## src/rtl/spi_hold_pkg.sv

```systemverilog
package spi_hold_pkg;
  localparam int NSIG    = 4;
  localparam int IDX_CS  = 0;
  localparam int IDX_SCK = 1;
  localparam int IDX_SI  = 2;
  localparam int IDX_HLD = 3;
  // select and pause pins idle high, clock and data idle low
  localparam logic [NSIG-1:0] PIN_IDLE = 4'b1001;

  typedef enum logic {PH_RUN = 1'b0, PH_HALT = 1'b1} pause_st_t;
endpackage

```

## src/rtl/spi_hold_sync.sv

```systemverilog
module spi_hold_sync #(
  parameter int WIDTH  = 4,
  parameter int STAGES = 2,
  parameter logic [WIDTH-1:0] RST_VAL = '0
) (
  input  logic             clk,
  input  logic             rst,
  input  logic [WIDTH-1:0] din,
  output logic [WIDTH-1:0] dout
);
  logic [WIDTH-1:0] pipe [STAGES];

  genvar g;
  generate
    for (g = 0; g < STAGES; g++) begin : g_stage
      if (g == 0) begin : g_first
        always_ff @(posedge clk) begin
          if (rst) pipe[g] <= RST_VAL;
          else     pipe[g] <= din;
        end
      end else begin : g_next
        always_ff @(posedge clk) begin
          if (rst) pipe[g] <= RST_VAL;
          else     pipe[g] <= pipe[g-1];
        end
      end
    end
  endgenerate

  assign dout = pipe[STAGES-1];
endmodule

```

## src/rtl/spi_hold_edge.sv

```systemverilog
module spi_hold_edge (
  input  logic clk,
  input  logic rst,
  input  logic sck_s,
  input  logic hold_s,
  output logic sck_rise,
  output logic sck_fall,
  output logic hold_rise
);
  logic sck_prev;
  logic hold_prev;

  always_ff @(posedge clk) begin
    if (rst) begin
      sck_prev  <= 1'b0;
      hold_prev <= 1'b1;
    end else begin
      sck_prev  <= sck_s;
      hold_prev <= hold_s;
    end
  end

  assign sck_rise  = sck_s & ~sck_prev;
  assign sck_fall  = ~sck_s & sck_prev;
  assign hold_rise = hold_s & ~hold_prev;
endmodule

```

## src/rtl/spi_hold_fsm.sv

```systemverilog
module spi_hold_fsm
  import spi_hold_pkg::*;
(
  input  logic clk,
  input  logic rst,
  input  logic cs_s,
  input  logic sck_s,
  input  logic hold_s,
  input  logic hold_rise,
  output logic paused_q,
  output logic paused_nxt
);
  pause_st_t st, st_n;

  always_comb begin
    st_n = st;
    if (cs_s) begin
      st_n = PH_RUN;
    end else if (st == PH_RUN) begin
      if (!hold_s && !sck_s) st_n = PH_HALT;
    end else begin
      if (hold_rise && !sck_s) st_n = PH_RUN;
    end
  end

  always_ff @(posedge clk) begin
    if (rst) st <= PH_RUN;
    else     st <= st_n;
  end

  assign paused_q   = (st == PH_HALT);
  assign paused_nxt = (st_n == PH_HALT);

  AST_CS_ABORT: assert property (@(posedge clk) disable iff (rst)
    cs_s |=> !paused_q);
  AST_ENTRY_LOW: assert property (@(posedge clk) disable iff (rst)
    $rose(paused_q) |-> !$past(sck_s) && !$past(hold_s));
  AST_EXIT_RULE: assert property (@(posedge clk) disable iff (rst)
    $fell(paused_q) |-> $past(rst) || $past(cs_s) ||
                        ($past(hold_rise) && !$past(sck_s)));
endmodule

```

## src/rtl/spi_hold_gate.sv

```systemverilog
module spi_hold_gate
  import spi_hold_pkg::*;
#(
  parameter int SYNC_STAGES = 2
) (
  input  logic clk,
  input  logic rst,
  input  logic cs_n_pin,
  input  logic sck_pin,
  input  logic si_pin,
  input  logic hold_n_pin,
  input  logic sdo_data,
  input  logic sdo_en,
  output logic sck_rise_en,
  output logic sck_fall_en,
  output logic si_gated,
  output logic sdo_pin,
  output logic sdo_oe,
  output logic paused
);
  logic [NSIG-1:0] pins_raw, pins_s;
  logic cs_s, sck_s, si_s, hold_s;
  logic sck_rise, sck_fall, hold_rise;
  logic paused_nxt;

  assign pins_raw[IDX_CS]  = cs_n_pin;
  assign pins_raw[IDX_SCK] = sck_pin;
  assign pins_raw[IDX_SI]  = si_pin;
  assign pins_raw[IDX_HLD] = hold_n_pin;

  spi_hold_sync #(.WIDTH(NSIG), .STAGES(SYNC_STAGES), .RST_VAL(PIN_IDLE)) i_sync (
    .clk(clk), .rst(rst), .din(pins_raw), .dout(pins_s)
  );

  assign cs_s   = pins_s[IDX_CS];
  assign sck_s  = pins_s[IDX_SCK];
  assign si_s   = pins_s[IDX_SI];
  assign hold_s = pins_s[IDX_HLD];

  spi_hold_edge i_edge (
    .clk(clk), .rst(rst), .sck_s(sck_s), .hold_s(hold_s),
    .sck_rise(sck_rise), .sck_fall(sck_fall), .hold_rise(hold_rise)
  );

  spi_hold_fsm i_fsm (
    .clk(clk), .rst(rst), .cs_s(cs_s), .sck_s(sck_s), .hold_s(hold_s),
    .hold_rise(hold_rise), .paused_q(paused), .paused_nxt(paused_nxt)
  );

  // edges are gated by the pause flag as it stood before this cycle, so the
  // fall that completes a deferred entry still reaches the shifter
  always_ff @(posedge clk) begin
    if (rst) begin
      sck_rise_en <= 1'b0;
      sck_fall_en <= 1'b0;
      si_gated    <= 1'b0;
      sdo_pin     <= 1'b0;
      sdo_oe      <= 1'b0;
    end else begin
      sck_rise_en <= sck_rise & ~paused & ~cs_s;
      sck_fall_en <= sck_fall & ~paused & ~cs_s;
      if (!paused) si_gated <= si_s;
      sdo_pin     <= sdo_data;
      sdo_oe      <= sdo_en & ~cs_s & hold_s & ~paused_nxt;
    end
  end

  AST_NO_EDGE: assert property (@(posedge clk) disable iff (rst)
    paused |=> !sck_rise_en && !sck_fall_en);
  AST_SI_FROZEN: assert property (@(posedge clk) disable iff (rst)
    paused |=> $stable(si_gated));
  AST_OE_HOLD: assert property (@(posedge clk) disable iff (rst)
    !hold_s |=> !sdo_oe);
  AST_CS_QUIET: assert property (@(posedge clk) disable iff (rst)
    cs_s |=> !sdo_oe && !sck_rise_en && !sck_fall_en);
endmodule

```

## config.mk

```make
export PLATFORM = sky130hd
export DESIGN_NAME = spi_hold_gate
export DESIGN_NICKNAME = d
export VERILOG_FILES = /design/src/rtl/spi_hold_pkg.sv /design/src/rtl/spi_hold_sync.sv /design/src/rtl/spi_hold_edge.sv /design/src/rtl/spi_hold_fsm.sv /design/src/rtl/spi_hold_gate.sv
export SDC_FILE = /design/constraint.sdc
export NUM_CORES = 1
export LEC_CHECK = 0
export CAP_MARGIN = 10
export CELL_PAD_IN_SITES_DETAIL_PLACEMENT = 0
export CELL_PAD_IN_SITES_GLOBAL_PLACEMENT = 1
export CORE_MARGIN = 8
export CORE_UTILIZATION = 36
export DETAILED_ROUTE_END_ITERATION = 16
export PLACE_DENSITY_LB_ADDON = 0.15
export SETUP_SLACK_MARGIN = 0.4
export SKIP_CTS_REPAIR_TIMING = 1
export SLEW_MARGIN = 30
export SYNTH_ARGS = -nofsm -noshare
export SYNTH_HDL_FRONTEND = slang
export SYNTH_HIERARCHICAL = 1
export SYNTH_SLANG_ARGS = --single-unit
```

## constraint.sdc

```tcl
create_clock -name clk -period 2 [get_ports clk]
set_input_delay 0.2 -clock clk [delete_from_list [all_inputs] [get_ports clk]]
set_output_delay 0.2 -clock clk [all_outputs]
set_load 0.01 [all_outputs]
```

Word level (Yosys, flattened, before mapping)
Memories as Yosys holds them, arrays and structs flattened.
Cells that the tools add are included.

cells by class
  muxes and demuxes = 9
  bitwise logic cells = 18
  reductions and logical operators = 4

operators by type and width
  kind               count
  1-bit bitwise AND  10
  4-bit 2-to-1 mux   2
  1-bit 2-to-1 mux   7
  1-bit inverter     6
  1-bit logical AND  2
  1-bit logical NOT  2
  1-bit bitwise OR   2

word-level totals
  register bits after elaboration = 8
  memory bits (writable) = 8
  output and inout port bits = 6
  logic and storage cells = 40
  memories kept = 1

memory list
  name         depth  bits a word  rd ports  clocked after Yosys merged registers in  write ports  RTL line             text
  i_sync.pipe  2      4            2         0                                        2            spi_hold_sync.sv:11  logic [WIDTH-1:0] pipe [STAGES];

Longest topological paths before layout
  word-level depth = 8
  mapped depth = 5

Cells and area by module
The synthesis kept the hierarchy.

modules (own cells, without submodules)
  module         times used  cells each  area each (sq um)  sequential area each (sq um)
  spi_hold_sync  1           16          210.2              160.2
  spi_hold_gate  1           13          152.6              100.1
  spi_hold_edge  1           7           71.3               40.0
  spi_hold_fsm   1           6           66.3               20.0

Worst setup path after synthesis
Ideal clock, no wire load.

  kind = register to register
  from = memory i_sync.pipe[1][3]
  to = register sdo_oe
  arrival time = 1.037 ns
  required time = 1.908 ns
  path slack = 0.871 ns
  stages on the path, launching flop included = 6
  path buffers = 0
  cells stage by stage = dfxtp_1 -> nor2b_1 -> nand2b_4 -> a21oi_2 -> nor2_1 -> nor4_1

RTL lines
  item                  RTL line             text
  start, declared       spi_hold_sync.sv:11
  end signal, assigned  spi_hold_gate.sv:64  sdo_oe <= sdo_en & ~cs_s & hold_s & ~paused_nxt;
  end, declared         spi_hold_gate.sv:18  output logic sdo_oe,

Worst setup path after layout
  from = register i_fsm.st, in the netlist i_fsm/paused_q
  to = output paused

RTL lines
  item                    RTL line             text
  start, declared         spi_hold_fsm.sv:13   pause_st_t st, st_n;
  start signal, assigned  spi_hold_fsm.sv:28   else st <= st_n;
  end, declared           spi_hold_gate.sv:19  output logic paused

No word-level cell between the ends.

==> results.py <==
metrics = {
    "setup_path": {
        "rrSetupSlack_ns": 0.72,
        "critPathCaptureType": "output port",
        "worstSetupStartpointType": "flip-flop",
        "cp_cell_sequence": "clkdlybuf4s50_1",
        "crit_type": "flip-flop to output port",
        "worst-endpoint-arrival_ns": 1.33,
        "slowest_delay_ns": 0.59,
        "worst_r2r_startpoint": "i_sync/pipe[1][3]",
        "rr_worst_depth": 5,
        "cp_data_required_time_ns": 1.80,
        "critical-path-top-delay-family": "buffers and inverters",
        "slowest_stage": "clkdlybuf4s50_1",
        "crit-reg2reg-capture": "sdo_oe",
        "critical_path_peak_fanout": 5,
        "path_buf_inv": 1,
    },
    "logic_synthesis": {
        "synthDominantCellAreaShare_pct": 64.0,
        "ys.flop_type": "dfxtp_1",
        "ys_seq_area_share_pct": 64.0,
        "synth-edff-count": 0,
        "netlist_top_cells_count": "dfxtp_1, nor2b_1, or2_1",
        "yosys_warnings": 6,
        "post_synth_main_area_contributors": "dfxtp_1, nor2b_1, or2_1",
        "synthesis.area_um2": 500,
        "synth_area_per_cell_um2": 11.9,
        "yosysMostFrequentCell": "dfxtp_1",
        "netlist_cell_types": 11,
        "synth.ff_latch_count": 16,
        "synth_top_area_cell": "dfxtp_1",
        "async_flop_share_pct": 0,
        "syn-instance-count": 42,
        "synth_nets": 50,
    },
    "route": {
        "wl_per_cell_um": 11.0,
        "antenna_left": 0,
        "drt_iter0_drc": 1,
        "vias": 326,
        "met2_wire_length_um": 392,
        "top_layer": "met3",
        "number_of_iterations_in_the_first_detailed_routing_pass": 2,
        "routed_wl_um": 804,
        "routedLengthMet1_um": 302,
        "detail_route.vias_per_cell": 4.47,
        "detailroute.wirelength.met3_um": 108,
        "drc": 0,
    },
    "die": {
        "dieArea_um2": 2840,
        "effective_utilization_at_floorplan_pct": 38.5,
        "floorplan.die.width_um": 53.3,
        "floorplan.rows": 13,
        "design.portCount": 14,
        "fp.dieH_um": 53.3,
        "design.core.area_um2": 1300,
    },
    "timing": {
        "finalHoldViolations": 0,
        "tightestPinTransition_ns": 0.491,
        "rsz0062_at_grt": "no",
        "maxSlewViolCount": 0,
        "fmax_ghz": 0.652,
        "timing.final.crit_share_pct": 76.6,
        "finalSetupViolations": 0,
        "post-route-worst-setup-slack_ns": 0.467,
        "worst_clock_skew_ns": 0.00163,
        "setup-tns-final_ns": 0,
        "final.hold.worst_slack_ns": 0.407,
        "timing.slew.headroom_pct": 67.2,
        "finalWorstPathRequiredPeriod_ns": 1.53,
    },
    "placement": {
        "port_buffers": 13,
        "placed_cells": 70,
        "place_ws_ns": 0.655,
        "finalWeightedCongestion": 0.633,
    },
    "global_route": {
        "globalRoute.totalOverflow": 0,
        "grt_start_max_net_pins": 16,
        "overall_routing_resource_usage_pct": 6.66,
        "antenna_found_initial": 0,
        "grt_pass1_vias": 346,
        "grt_pass1_wl_mm": 1.35,
    },
    "flow_run": {
        "timing.max_cap.violations": 0,
    },
    "clock_tree": {
        "clkSlewWorstSetupHoldPaths_ns": 0.08,
        "h-tree-depth": 1,
        "tritoncts": "done",
        "max-clock-path-buffers": 2,
        "insertion_delay_ns": 0.27,
        "cts_buffers": 3,
        "tritoncts_sink_count": 16,
        "ctsRootBufferMaster": "clkbuf_4",
    },
    "power_and_ir_drop": {
        "peakVddDrop_v": 0.000369,
        "powerDensity_nw_per_um2": 783,
        "p_leak_nw": 0.246,
    },
    "finish": {
        "syn_to_final_growth_pct": 34.2,
        "multiInputGateArea_um2": 180,
        "layout.filler_cells": 120,
        "drive_gt1_share_pct": 13.8,
        "final_cell_count_no_fill": 73,
        "final_net_count": 68,
        "antenna_cells": 0,
        "regArea_um2": 320,
    },
    "worst_hold_path": {
        "terminating_pin_of_the_worst_hold_path": "i_sync/pipe[1][0]",
        "hold_path_depth": 1,
        "timing.hold.worst.class": "flip-flop to flip-flop",
        "holdCritStartpoint": "i_sync/pipe[0][0]",
    },
    "status": {
        "run_status": "completed",
    },
}
metal layers:
metal  vias up  GRT usage, %
met5         -             0
met3         0          5.88
met4         0          2.52
met1       145          6.16
met2        15          10.4
li1        166             -
placed cells by master, fill, tap and decap left out, types with 2 or more instances in the layout:
| cell | synthesis | layout |
|---|---|---|
| and2_1 | 2 | 2 |
| nor3_2 | 3 | 3 |
| or2_1 | 5 | 5 |
| dfxtp_1 | 16 | 16 |
| nor2b_1 | 9 | 9 |
| clkdlybuf4s50_1 | 0 | 13 |
| nor2_1 | 2 | 2 |
| clkbuf_4 | 0 | 3 |
flip-flops by register name, summed over array words and instances (netlist names):
name              flops
sdo_pin               1
i_sync/pipe           8
si_gated              1
i_fsm/paused_q        1
i_edge/sck_prev       1
i_edge/hold_prev      1
sdo_oe                1
sck_rise_en           1
sck_fall_en           1
final cells by class:
class                           instances  share of cell area (%)
Sequential cell                        16                    47.7
Multi-Input combinational cell         26                    26.8
Timing Repair Buffer                   13                    19.4
Clock buffer                            3                    3.35
Tap cell                               15                    2.79
power breakdown:
part           switching (mW)  total (mW)  internal [mW]
Sequential            0.00503       0.334          0.329
Clock                  0.0868       0.157         0.0697
Combinational          0.0117      0.0358         0.0241
stage by stage:
step / total power, mW / cell area, um2 / util [%]
floorplan: 0.354 / 500 / -
global placement: 0.377 / 649 / 49.9
detailed placement: 0.378 / 649 / 49.9
CTS: 0.537 / 672 / 51.6
global route: 0.557 / 672 / 51.6
finish: 0.526 / 672 / 51.6
worst max path at each step:
stage	from	to	slack (ns)	depth (start not counted)
5_1_grt	i_fsm/paused_q	paused	0.40	1
4_1_cts	i_fsm/paused_q	paused	0.44	1
6_report	i_fsm/paused_q	paused	0.47	1
3_3_place_gp	rst	sck_rise_en	0.72	3
3_5_place_dp	rst	sck_fall_en	0.65	3
2_1_floorplan	i_sync/pipe[1][3]	sdo_oe	0.87	5
kinds of logic after synthesis:
family	synth area share, %
AOI/OAI and AO/OA	1.75
DFF	64.0
muxes	2.00
and+or+nand+nor	32.2
Note: power is estimated with default switching activity, not from simulation.
